### src/rtl/irq_merge_bank.sv
module irq_merge_bank #(
  parameter int NUM_GROUPS = 16,
  parameter int ADDR_W     = 8,
  parameter int GRP_W      = (NUM_GROUPS > 1) ? $clog2(NUM_GROUPS) : 1,
  parameter int CODE_W     = $clog2(NUM_GROUPS * 8) + 1
) (
  input  logic                    clk,
  input  logic                    rst_n,
  input  logic [NUM_GROUPS*8-1:0] src_i,
  input  logic [ADDR_W-1:0]       bus_addr,
  input  logic                    bus_we,
  input  logic [31:0]             bus_wdata,
  output logic [31:0]             bus_rdata,
  output logic [NUM_GROUPS-1:0]   grp_irq_o,
  input  logic [GRP_W-1:0]        pick_grp_i,
  output logic [CODE_W-1:0]       pick_code_o
);

  localparam int NUM_SRC  = NUM_GROUPS * 8;
  localparam int NUM_SETS = (NUM_GROUPS + 3) / 4;
  localparam int SET_W    = (NUM_SETS > 1) ? $clog2(NUM_SETS) : 1;
  localparam logic [CODE_W-1:0] NO_PEND = '1;

  logic [NUM_SRC-1:0]    en_q, en_d, act;
  logic [7:0]            grp_act [NUM_GROUPS];
  logic [NUM_GROUPS-1:0] grp_any;
  logic [31:0]           en_word  [NUM_SETS];
  logic [31:0]           act_word [NUM_SETS];

  logic [31:0]      set_idx;
  logic [1:0]       reg_sel;
  logic [SET_W-1:0] word_sel;
  logic             hit, wr_set, wr_clr;

  assign set_idx  = 32'(bus_addr[ADDR_W-1:4]);
  assign reg_sel  = bus_addr[3:2];
  assign word_sel = set_idx[SET_W-1:0];
  assign hit      = set_idx < NUM_SETS;
  assign wr_set   = bus_we && hit && (reg_sel == 2'd0);
  assign wr_clr   = bus_we && hit && (reg_sel == 2'd1);
  assign act      = src_i & en_q;

  for (genvar b = 0; b < NUM_SRC; b++) begin : g_en
    localparam int SB = b / 32;
    localparam int LB = b % 32;
    logic sel;
    assign sel     = (set_idx == SB) && bus_wdata[LB];
    assign en_d[b] = !sel  ? en_q[b] :
                     wr_set ? 1'b1    :
                     wr_clr ? 1'b0    : en_q[b];
  end

  for (genvar g = 0; g < NUM_GROUPS; g++) begin : g_grp
    assign grp_act[g] = act[g*8 +: 8];
    assign grp_any[g] = |grp_act[g];
  end

  for (genvar k = 0; k < NUM_SETS; k++) begin : g_set
    for (genvar l = 0; l < 4; l++) begin : g_lane
      localparam int G = 4 * k + l;
      if (G < NUM_GROUPS) begin : g_live
        assign en_word[k][l*8 +: 8]  = en_q[G*8 +: 8];
        assign act_word[k][l*8 +: 8] = act[G*8 +: 8];
      end else begin : g_dead
        assign en_word[k][l*8 +: 8]  = 8'h00;
        assign act_word[k][l*8 +: 8] = 8'h00;
      end
    end
  end

  logic [31:0] rd_next;
  always_comb begin
    rd_next = 32'h0;
    if (hit) begin
      case (reg_sel)
        2'd0, 2'd1: rd_next = en_word[word_sel];
        2'd3:       rd_next = act_word[word_sel];
        default:    rd_next = 32'h0;
      endcase
    end
  end

  logic             pick_hit;
  logic [7:0]       pick_vec;
  logic [2:0]       low_bit;
  logic [CODE_W-1:0] pick_next;

  assign pick_hit = 32'(pick_grp_i) < NUM_GROUPS;
  assign pick_vec = pick_hit ? grp_act[pick_grp_i] : 8'h00;

  always_comb begin
    low_bit = 3'd0;
    for (int i = 7; i >= 0; i--)
      if (pick_vec[i]) low_bit = 3'(i);
  end

  assign pick_next = (pick_vec == 8'h00) ? NO_PEND : CODE_W'({pick_grp_i, low_bit});

  always_ff @(posedge clk or negedge rst_n) begin
    if (!rst_n) begin
      en_q        <= '0;
      grp_irq_o   <= '0;
      bus_rdata   <= 32'h0;
      pick_code_o <= NO_PEND;
    end else begin
      en_q        <= en_d;
      grp_irq_o   <= grp_any;
      bus_rdata   <= rd_next;
      pick_code_o <= pick_next;
    end
  end

endmodule


### config.mk
export PLATFORM = sky130hd
export DESIGN_NAME = irq_merge_bank
export DESIGN_NICKNAME = d
export VERILOG_FILES = /design/src/rtl/irq_merge_bank.sv
export SDC_FILE = /design/constraint.sdc
export NUM_CORES = 1
export LEC_CHECK = 0
export BUFFER_PORTS_ARGS = -buffer_cell sky130_fd_sc_hd__clkbuf_2
export CELL_PAD_IN_SITES_DETAIL_PLACEMENT = 0
export CELL_PAD_IN_SITES_GLOBAL_PLACEMENT = 1
export CORE_ASPECT_RATIO = 2
export CORE_MARGIN = 5
export CORE_UTILIZATION = 42
export CTS_CLUSTER_DIAMETER = 120
export DETAILED_ROUTE_END_ITERATION = 7
export GPL_TIMING_DRIVEN = 0
export PLACE_DENSITY_LB_ADDON = 0.1
export SYNTH_ARGS = -nofsm -noshare
export SYNTH_HDL_FRONTEND = slang
export SYNTH_SLANG_ARGS = --single-unit
### constraint.sdc
create_clock -name clk -period 5 [get_ports clk]
set_input_delay 0.75 -clock clk [delete_from_list [all_inputs] [get_ports clk]]
set_output_delay 0.75 -clock clk [all_outputs]
set_load 0.01 [all_outputs]
== Word-level counts from Yosys, hierarchy flattened ==
Index checks and enable logic that the tools add are counted.
Storage, ports and cells
  register bits: 184
  input port bits: 175
  output and inout port bits: 56
  logic and storage cells: 444
Cells by class
  $lt $le $gt $ge: 3
  equality and inequality tests: 5
  muxes and demuxes: 22
  bitwise logic cells: 3
  reductions and logical operators: 280
Operators by type and width (count)
  AND reduction 2 bit: 128
  two-way mux 32 bit: 5
  logical AND 1 bit: 131
  AND 128 bit: 1
  binary-select mux 32 bit (select 2 bit): 2
  OR reduction 8 bit: 16
  one-hot mux 32 bit (2 select lines): 1
  binary-select mux 8 bit (select 4 bit): 1
  logical NOT 32 bit: 1
  two-way mux 3 bit: 8
  two-way mux 8 bit: 3
  == test 4 x 2 -> 1 bit, second input constant: 2
  logical NOT 8 bit: 1
  >= comparator 5 bit, second input constant: 1
  inverter 4 -> 5 bit: 1
  == test 4 x 1 -> 1 bit, second input constant: 1
  less-than comparator 4 x 3 -> 1 bit, second input constant: 1
  >= comparator 3 bit, second input constant: 1
  inverter 2 -> 3 bit: 1
  == test 2 x 1 -> 1 bit, second input constant: 1
  == test 2 bit, second input constant: 1
  logical NOT 2 bit: 1
  two-way mux 1 bit: 2
  nonzero test 2 bit: 1
  OR reduction 2 bit: 1

== Depth between registers and ports, before layout ==
Gate-level depths: netlist of run 1.
  depth in word-level cells: 13
  mapped depth: 11
  depth with buffers taken out: 7

== Worst setup path before layout of run 1 ==
No wires, ideal clock.
  path kind: in2reg
  start: input port pick_grp_i[0]
  end: register pick_code_o[5]
  setup time: 0.082 ns
  arrival time: 2.430 ns
  required time: 4.918 ns
  path slack: 2.488 ns
  cell stages on the path: 7
  path buffers: 1
  cell sequence: buf_6 -> mux4_2 -> a211o_1 -> nor4_2 -> nor2b_1 -> and4b_4 -> or2_1
Between the ends
  longest elaborated chain between the ends: 6
RTL lines
  start, declared: line 15  | input logic [GRP_W-1:0] pick_grp_i,
  inverter 4 -> 5 bit (not written as such): line 89  | assign pick_vec = pick_hit ? grp_act[pick_grp_i] : 8'h00;
  binary-select mux 8 bit (select 4 bit): line 89
  two-way mux 8 bit (not written as such) (2 in a row): line 89
  logical NOT 8 bit: line 97  | assign pick_next = (pick_vec == 8'h00) ? NO_PEND : CODE_W'({pick_grp_i, low_bit});
  two-way mux 8 bit: line 97
  net pick_next[5]: line 86  | logic [CODE_W-1:0] pick_next;
  end signal, assigned: line 109  | pick_code_o <= pick_next;
  end, declared: line 16  | output logic [CODE_W-1:0] pick_code_o
The timed path passes the listed nets, and every way through them passes these cells. The select of a mux whose other input is x is not followed.
A chain may end at the register's enable or synchronous reset.

== Worst setup path after layout of run 1 ==
  start: input port bus_addr[7]
  end: register en_q[66]
Between the ends
  longest elaborated chain between the ends: 5
  elaborated cells between the ends (all ways): 9
  those cells by class: order compare (1); eq/ne (1); mux (1); reduce/logical (6)
RTL lines
  start, declared: line 10  | input logic [ADDR_W-1:0] bus_addr,
  less-than comparator 4 x 3 -> 1 bit: line 38  | assign hit = set_idx < NUM_SETS;
  logical AND 1 bit: line 39, 40
  logical AND 1 bit, on equally long branches: line 39, 40
  nonzero test 2 bit (no line)
  AND reduction 2 bit (no line)
  end signal, assigned: line 106  | en_q <= en_d;
  end, declared: line 24  | logic [NUM_SRC-1:0] en_q, en_d, act;
Parallel ways exist; a longest one is shown, timed or not.

==> results.yml, run 1 <==
floorplan:
  chipWidth_um: 121
  start_util_pct: 42.4
  num_rows: 81
  dieHeight_um: 232
  num_io_pins: 231
  core_um2: 24300
  die_area_um2: 28000
synth:
  synth.yosys.warnings: 0
  synth.ff_latch_count: 184
  synth_enable_flop_cells: 0
  yosysMostFrequentCell: "sky130_fd_sc_hd__nand2_1"
  number_of_distinct_library_cells_after_synthesis: 45
  synth_async_sr_flop_share_pct: 100
  synthesis.instances: 1129
  synthTopCellsByCount: "sky130_fd_sc_hd__nand2_1, sky130_fd_sc_hd__dfrtp_1, sky130_fd_sc_hd__o21ai_0"
  synth_seq_area_share_pct: 44.8
  post_synthesis_net_count: 1304
  synth_ff_type: "sky130_fd_sc_hd__dfrtp_1"
  synth_area_leader_cell: "sky130_fd_sc_hd__dfrtp_1"
  synth_top_area_share_pct: 42.7
  netlist_area_um2: 10300
  cell_types_with_the_largest_area_share_after_synthesis: "sky130_fd_sc_hd__dfrtp_1, sky130_fd_sc_hd__nand2_1, sky130_fd_sc_hd__mux4_2"
  synth_area_per_cell_um2: 9.13
clock_network:
  post_cts_repair_timing_setup_buffer_count: 0
  cts_tree: "done"
  holdBufCountCts: 0
  clk_transition_reported_paths_ns: 0.07
  worst_skew_pair.late_latency_ns: 0.47
  cts_inserted_buffers: 17
  h_tree_depth: 4
  cts.root.buffer_cell: "sky130_fd_sc_hd__clkbuf_16"
  ctsLongestPathBuffers: 2
  clock-sinks: 184
  ctsResizeCount: 0
finish:
  areaGrowthSynthToFinish_pct: 20.4
  nNetsFinal: 1549
  share_of_post_route_cells_with_drive_strength_above_1_pct: 26.0
  stdcell_count: 1677
  num-fill-cells: 2394
place:
  place.gp.congestion: 0.989
  io_buffer_count: 225
  place.detailed.hpwl_um: 38200
  dp_cells: 1645
worst_setup_path:
  worst_ep_required_time_ns: 5.30
  critPathMaxFanout: 10
  reg2reg_launch_point: "en_q[57]$_DFFE_PN0P_"
  endpoint_kind: "flip-flop"
  cp.arrival_ns: 4.11
  r2r_cells: 7
  crit_path_kind: "in -> reg"
  start_kind: "primary input"
  timing.rr.end: "pick_code_o[3]$_DFF_PN1_"
  ff2ff_setup_slack_ns: 2.53
global_routing:
  grt_start_max_net_pins: 94
  initial_antenna_violation_count: 2
  residual_overflow_from_global_routing: 0
  grt_pass1_vias: 10422
  total_routing_usage_gr_pct: 35.0
  wire_length_of_the_first_global_routing_pass_um: 69000
timing:
  timing.fmax_mhz: 263
  final-hold-violation-count: 0
  final.min_clock_period_ns: 3.81
  hold-worst-slack_ns: 0.353
  tns_ns: 0
  timing.slew.headroom_pct: 4.71
  rsz_0062_raised_after_global_routing: "no"
  fin_crit_sh_pct: 76.1
  number_of_max_slew_violations_in_the_final_report: 0
  finalSetupViolCount: 0
  finalClockSkew_ns: 0.0126
  timing_worst_slew_pin_value_ns: 1.43
power_and_ir_drop:
  internal_pwr_total_w: 0.00277
  power.share.switching_pct: 32.5
  power.density_cell_area_nw_per_um2: 331
  clock_power_share_pct: 33.2
  static_leakage_nw: 5.29
  share_comb_of_total_power_pct: 21.9
  p_seq_share_pct: 44.9
  vdd.ir_drop.worst_v: 0.000246
  total_switching_power_w: 0.00133
worst_hold_path:
  worst_hold_path_type: "in -> async"
detailed_routing:
  dr.first_iter.drc_count: 1095
  detail_route.wl_per_cell_um: 29.0
  routed_wl_um: 48700
  number_of_optimization_iterations_in_the_first_detailed_route_pass: 6
  number_of_nets_with_antenna_violations_after_routing: 0
  vias: 10456
  route.detailed.drc: 0
  detail_route.vias_per_cell: 6.23
flow_run:
  cap_violations: 0
run_status:
  outcome: "finished, final reports clean"
## how the worst max path moves through the flow
stage / from / endpoint / slack (ns) / cells past startpoint
floorplan: pick_grp_i[0] / pick_code_o[5]$_DFF_PN1_ / 2.49 / 7
global placement: rst_n / en_q[86]$_DFFE_PN0P_ / -0.49 / 1
detailed placement: bus_addr[7] / en_q[66]$_DFFE_PN0P_ / 0.97 / 9
CTS: bus_addr[7] / en_q[66]$_DFFE_PN0P_ / 1.45 / 9
global route: bus_addr[7] / en_q[66]$_DFFE_PN0P_ / 1.19 / 9
finish: bus_addr[7] / en_q[66]$_DFFE_PN0P_ / 1.19 / 9
## registers in the layout, summed over array words and instances (netlist names)
register     cells
en_q           128
grp_irq_o       16
bus_rdata       32
pick_code_o      8
## cell families after synthesis
| logic type | after synthesis | synth area share [%] |
|---|---|---|
| AO/OA/AOI/OAI | 275 | 14.7 |
| AND/OR/NAND/NOR | 535 | 22.6 |
| buffers and inverters | 67 | 2.96 |
| flip-flops | 184 | 44.8 |
| multiplexers | 68 | 14.9 |
## routing by layer
metal | vias up | part of all wire [%] | global-route usage [%]
met1 | 5040 | 33 | 37.5
met2 | 658 | 50 | 59.6
met5 | - | 0.027 | 0
li1 | 4533 | - | -
met4 | 2 | 9.5 | 28.9
met3 | 223 | 6.8 | 5.96
## power groups by stage
stage          combinational [W]  sequential, W  clock [W]
3_5_place_dp            0.000885        0.00187          0
4_1_cts                 0.000888        0.00184    0.00137
6_report                0.000899        0.00184    0.00137
3_3_place_gp            0.000874        0.00186          0
2_1_floorplan           0.000448        0.00184          0
5_1_grt                 0.000959        0.00186    0.00142
## cells in the final DEF, fill, tap and decap left out, types with 2 or more instances in the layout
master	netlist	layout
sky130_fd_sc_hd__nand4_1	24	24
sky130_fd_sc_hd__a22oi_1	7	7
sky130_fd_sc_hd__mux4_2	67	67
sky130_fd_sc_hd__clkinv_2	0	2
sky130_fd_sc_hd__clkbuf_1	45	47
sky130_fd_sc_hd__dfrtp_1	176	176
sky130_fd_sc_hd__clkinv_4	0	3
sky130_fd_sc_hd__dfstp_2	8	8
sky130_fd_sc_hd__o22a_1	4	4
sky130_fd_sc_hd__inv_6	0	2
sky130_fd_sc_hd__nand2b_1	17	17
sky130_fd_sc_hd__clkbuf_8	0	4
sky130_fd_sc_hd__nand2_1	412	412
sky130_fd_sc_hd__and2_1	2	2
sky130_fd_sc_hd__nor3b_1	2	2
sky130_fd_sc_hd__o22ai_1	9	9
sky130_fd_sc_hd__o211ai_1	22	22
sky130_fd_sc_hd__and3b_1	4	4
sky130_fd_sc_hd__a211o_1	2	2
sky130_fd_sc_hd__or4b_1	2	2
sky130_fd_sc_hd__clkbuf_2	0	224
sky130_fd_sc_hd__buf_6	3	3
sky130_fd_sc_hd__a21oi_1	49	49
sky130_fd_sc_hd__buf_1	4	4
sky130_fd_sc_hd__and3_1	2	2
sky130_fd_sc_hd__nor2b_1	4	4
sky130_fd_sc_hd__o21ai_0	149	149
sky130_fd_sc_hd__and4_1	8	8
sky130_fd_sc_hd__nand4b_1	2	2
sky130_fd_sc_hd__o21ai_1	23	23
sky130_fd_sc_hd__o21a_1	2	2
sky130_fd_sc_hd__nor2_1	2	2
sky130_fd_sc_hd__buf_2	13	13
sky130_fd_sc_hd__clkbuf_16	0	17
sky130_fd_sc_hd__or2_2	8	8
sky130_fd_sc_hd__nand3_1	35	35
sky130_fd_sc_hd__or2_1	5	5
sky130_fd_sc_hd__a311oi_1	4	4
## area by class of cell
cell class                 instances  area [µm²]  area share [%]
clock inverter                     9        91.3           0.736
tap                              290         363            2.93
timing repair buffer             226        1160            9.37
buffer                            67         305            2.46
antenna                            1        2.50          0.0202
sequential                       184        4610            37.2
multi-input combinational        878        5390            43.5
clock buffer                      22         474            3.82
## worst max-delay path, cell delays in order
cell and delay [ns]:
sky130_fd_sc_hd__clkbuf_2 0.07, sky130_fd_sc_hd__or2_1 0.29, sky130_fd_sc_hd__nor2_1 0.48, sky130_fd_sc_hd__nand2_1 0.21, sky130_fd_sc_hd__nor3b_1 1.03, sky130_fd_sc_hd__clkbuf_1 0.91
sky130_fd_sc_hd__nand2_1 0.16, sky130_fd_sc_hd__nand2_1 0.11, sky130_fd_sc_hd__o21ai_0 0.09
## metrics by stage
step                      total power, W  area, µm²  setup slack [ns]  utilization, %
after detailed placement         0.00275      11800             0.974            48.6
after CTS                        0.00409      12400              1.45            51.0
after global placement           0.00274      11800            -0.486            48.5
after floorplan                  0.00229      10300              2.49               -
after global routing             0.00424      12400              1.19            51.0
final                            0.00411      12400              1.19            51.0
Power figures use the tool's default switching activity.
==> inputs of run 2 (changes only) <==
Settings changed: ABC_AREA set to 1, CORE_UTILIZATION 42 to 40.
Clock period 5 ns to 3.87 ns, I/O delays scaled along.
==> run 2 against run 1 <==
Synthesized cell count grew 30%. Count of clock-buffer cells in the layout shrank 1. Clock power grew 33%. First-iteration DRC count grew 31%. Critical path depth shrank 1. Worst setup slack lost 0.020 ns. Area after synthesis grew 4.5%. Die area grew 9.1%. Via count grew 19%. Clock skew shrank 0.0010 ns. Register-to-register slack lost 0.61 ns.
==> results.yml, run 2 <==
clock_network:
  post_cts_repair_timing_setup_buffer_count: 0
  cts_tree: "done"
  clock-sinks: 184
  h_tree_depth: 4
  worst_skew_pair.late_latency_ns: 0.47
  ctsLongestPathBuffers: 2
  ctsResizeCount: 0
  holdBufCountCts: 0
  cts_inserted_buffers: 17
  cts.root.buffer_cell: "sky130_fd_sc_hd__clkbuf_16"
  clk_transition_reported_paths_ns: 0.08
worst_setup_path:
  critPathMaxFanout: 10
  critPathSlowestCell: "sky130_fd_sc_hd__clkbuf_1"
  worst_path_dominant_cell_family: "buffers and inverters"
  crit_path_kind: "in -> reg"
  cp_common_cell: "sky130_fd_sc_hd__inv_1"
  critical_path.cell_chain: "clkbuf_2 -> inv_1 -> nand2_1 -> inv_1 -> clkbuf_1 -> a22o_1 -> o21ai_0 -> o31ai_1"
  cp.arrival_ns: 3.01
  worst_ep_required_time_ns: 4.19
  largest_stage_delay_on_the_critical_path_ns: 1.00
  endpoint_kind: "flip-flop"
  start_kind: "primary input"
  buffers_plus_inverters_on_the_worst_setup_path: 4
global_routing:
  residual_overflow_from_global_routing: 0
  grt_start_max_net_pins: 100
  total_routing_usage_gr_pct: 39.2
  initial_antenna_violation_count: 0
  wire_length_of_the_first_global_routing_pass_um: 85100
  grt_pass1_vias: 12386
timing:
  final-hold-violation-count: 0
  finalClockSkew_ns: 0.0116
  timing.fmax_mhz: 371
  tns_ns: 0
  number_of_max_slew_violations_in_the_final_report: 0
  rsz_0062_raised_after_global_routing: "no"
  timing.slew.headroom_pct: 10.8
  fin_crit_sh_pct: 69.7
  final.min_clock_period_ns: 2.70
  timing_worst_slew_pin_value_ns: 1.34
  finalSetupViolCount: 0
detailed_routing:
  routed_wl_um: 61100
  number_of_optimization_iterations_in_the_first_detailed_route_pass: 8
  dr.first_iter.drc_count: 1429
  detail_route.wl_per_cell_um: 29.4
  number_of_nets_with_antenna_violations_after_routing: 0
  route.detailed.drc: 0
  detail_route.vias_per_cell: 5.99
  vias: 12461
synth:
  synth_area_per_cell_um2: 7.31
  synth_top_area_share_pct: 40.9
  post_synthesis_net_count: 1648
  cell_types_with_the_largest_area_share_after_synthesis: "sky130_fd_sc_hd__dfrtp_1, sky130_fd_sc_hd__nand2_1, sky130_fd_sc_hd__nor2_1"
  fraction_of_the_mapped_netlist_area_in_compound_gates_pct: 21.6
  synth_ff_type: "sky130_fd_sc_hd__dfrtp_1"
  number_of_distinct_library_cells_after_synthesis: 44
  synth_async_sr_flop_share_pct: 100
  synth.yosys.warnings: 0
  dominant_combinational_cell_family_by_area_after_synthesis: "simple AND/OR/NAND/NOR gates"
  yosys.area_share.xor_xnor_pct: 0
  synth_simple_gate_area_share_pct: 27.0
  synth.ff_latch_count: 184
  synth_fa_ha_area_share_pct: 0
  synth_seq_area_share_pct: 42.9
  synthTopCellsByCount: "sky130_fd_sc_hd__nand2_1, sky130_fd_sc_hd__nor2_1, sky130_fd_sc_hd__dfrtp_1"
  synth_enable_flop_cells: 0
  synth_mux_area_share_pct: 0.465
  yosysMostFrequentCell: "sky130_fd_sc_hd__nand2_1"
  synthesis.instances: 1473
  netlist_area_um2: 10800
  synth_area_leader_cell: "sky130_fd_sc_hd__dfrtp_1"
floorplan:
  num_rows: 85
  start_util_pct: 40.2
  dieHeight_um: 242
  chipWidth_um: 126
  num_io_pins: 231
  core_um2: 26800
  die_area_um2: 30500
power_and_ir_drop:
  power.density_cell_area_nw_per_um2: 388
  p_total_w: 0.00502
  vdd.ir_drop.worst_v: 0.000303
  static_leakage_nw: 6.51
finish:
  reg.largest.list: "en_q (128), bus_rdata (32), grp_irq_o (16)"
  insertedDiodeCount: 0
  areaGrowthSynthToFinish_pct: 20.3
  nNetsFinal: 1894
  flip_flop_count_of_the_largest_register_after_layout: 128
  mostFrequentLayoutCell: "sky130_fd_sc_hd__nand2_1"
  share_of_post_route_cells_with_drive_strength_above_1_pct: 19.5
  num-fill-cells: 2854
  top_register: "en_q"
  commonest_non_fill_non_tap_cells_in_the_layout: "sky130_fd_sc_hd__nand2_1, sky130_fd_sc_hd__nor2_1, sky130_fd_sc_hd__clkbuf_2"
  share_of_the_core_filled_with_cells_in_the_final_layout_pct: 48.3
worst_hold_path:
  worst_hold_path_type: "in -> async"
place:
  io_buffer_count: 226
  place.detailed.hpwl_um: 46500
  place.gp.congestion: 1.07
run_status:
  outcome: "finished, final reports clean"
flow_run:
  cap_violations: 0
## run 2: cell families (layout without fill, tap and decap cells)
kind of cell | after synthesis | count (layout)
AND/OR/NAND/NOR | 704 | 704
AO/OA/AOI/OAI | 375 | 375
flip-flops | 184 | 184
buffers and inverters | 205 | 464
multiplexers | 5 | 5
## run 2: layout make-up
class                      count  area (µm²)  share of cell area, %
buffer                        82         409                   3.16
clock buffer                  21         450                   3.48
clock inverter                11         136                   1.05
inverter                     123         464                   3.58
multi-input combinational   1084        5280                   40.7
sequential                   184        4610                   35.6
tap                          348         435                   3.36
timing repair buffer         227        1170                   9.01
## run 2: path summary, 6_finish.rpt
kind                                       from  slack (ns)  cells after the start                  endpoint
min in group clk                  bus_wdata[28]        0.41                      3      en_q[92]$_DFFE_PN0P_
max in group asynchronous                 rst_n        2.68                      2      en_q[40]$_DFFE_PN0P_
min reg2reg                en_q[70]$_DFFE_PN0P_        0.52                      2      en_q[70]$_DFFE_PN0P_
min                                       rst_n        0.15                      1       en_q[0]$_DFFE_PN0P_
max                                 bus_addr[5]        1.17                      8   bus_rdata[26]$_DFF_PN0_
max reg2reg                en_q[40]$_DFFE_PN0P_        1.92                      9  pick_code_o[5]$_DFF_PN1_
## run 2: stage by stage
stage          setup WS, ns  std cells  area (µm²)  hold WS [ns]
2_1_floorplan          2.10       1473       10800         0.285
3_3_place_gp          -1.38       2047       12300         0.493
3_5_place_dp          0.878       2048       12400         0.498
4_1_cts                1.36       2080       13000         0.180
5_1_grt                1.27       2080       13000         0.223
6_report               1.17       2080       13000         0.152
## run 2: layer usage
metal / share of wire [%] / GRT usage [%] / up-vias
met4: 10 / 32.4 / 0
met3: 8.4 / 7.50 / 304
met2: 49 / 66.1 / 865
met1: 32 / 41.7 / 5821
li1: - / - / 5471
met5: 0 / 0 / -
## run 2: power by group
| part | internal, W | switching (W) | leakage [nW] | total, W |
|---|---|---|---|---|
| sequential | 0.00208 | 0.000117 | 2.44 | 0.00220 |
| clock | 0.000982 | 0.000838 | 0.285 | 0.00182 |
| combinational | 0.000318 | 0.000687 | 3.78 | 0.00101 |
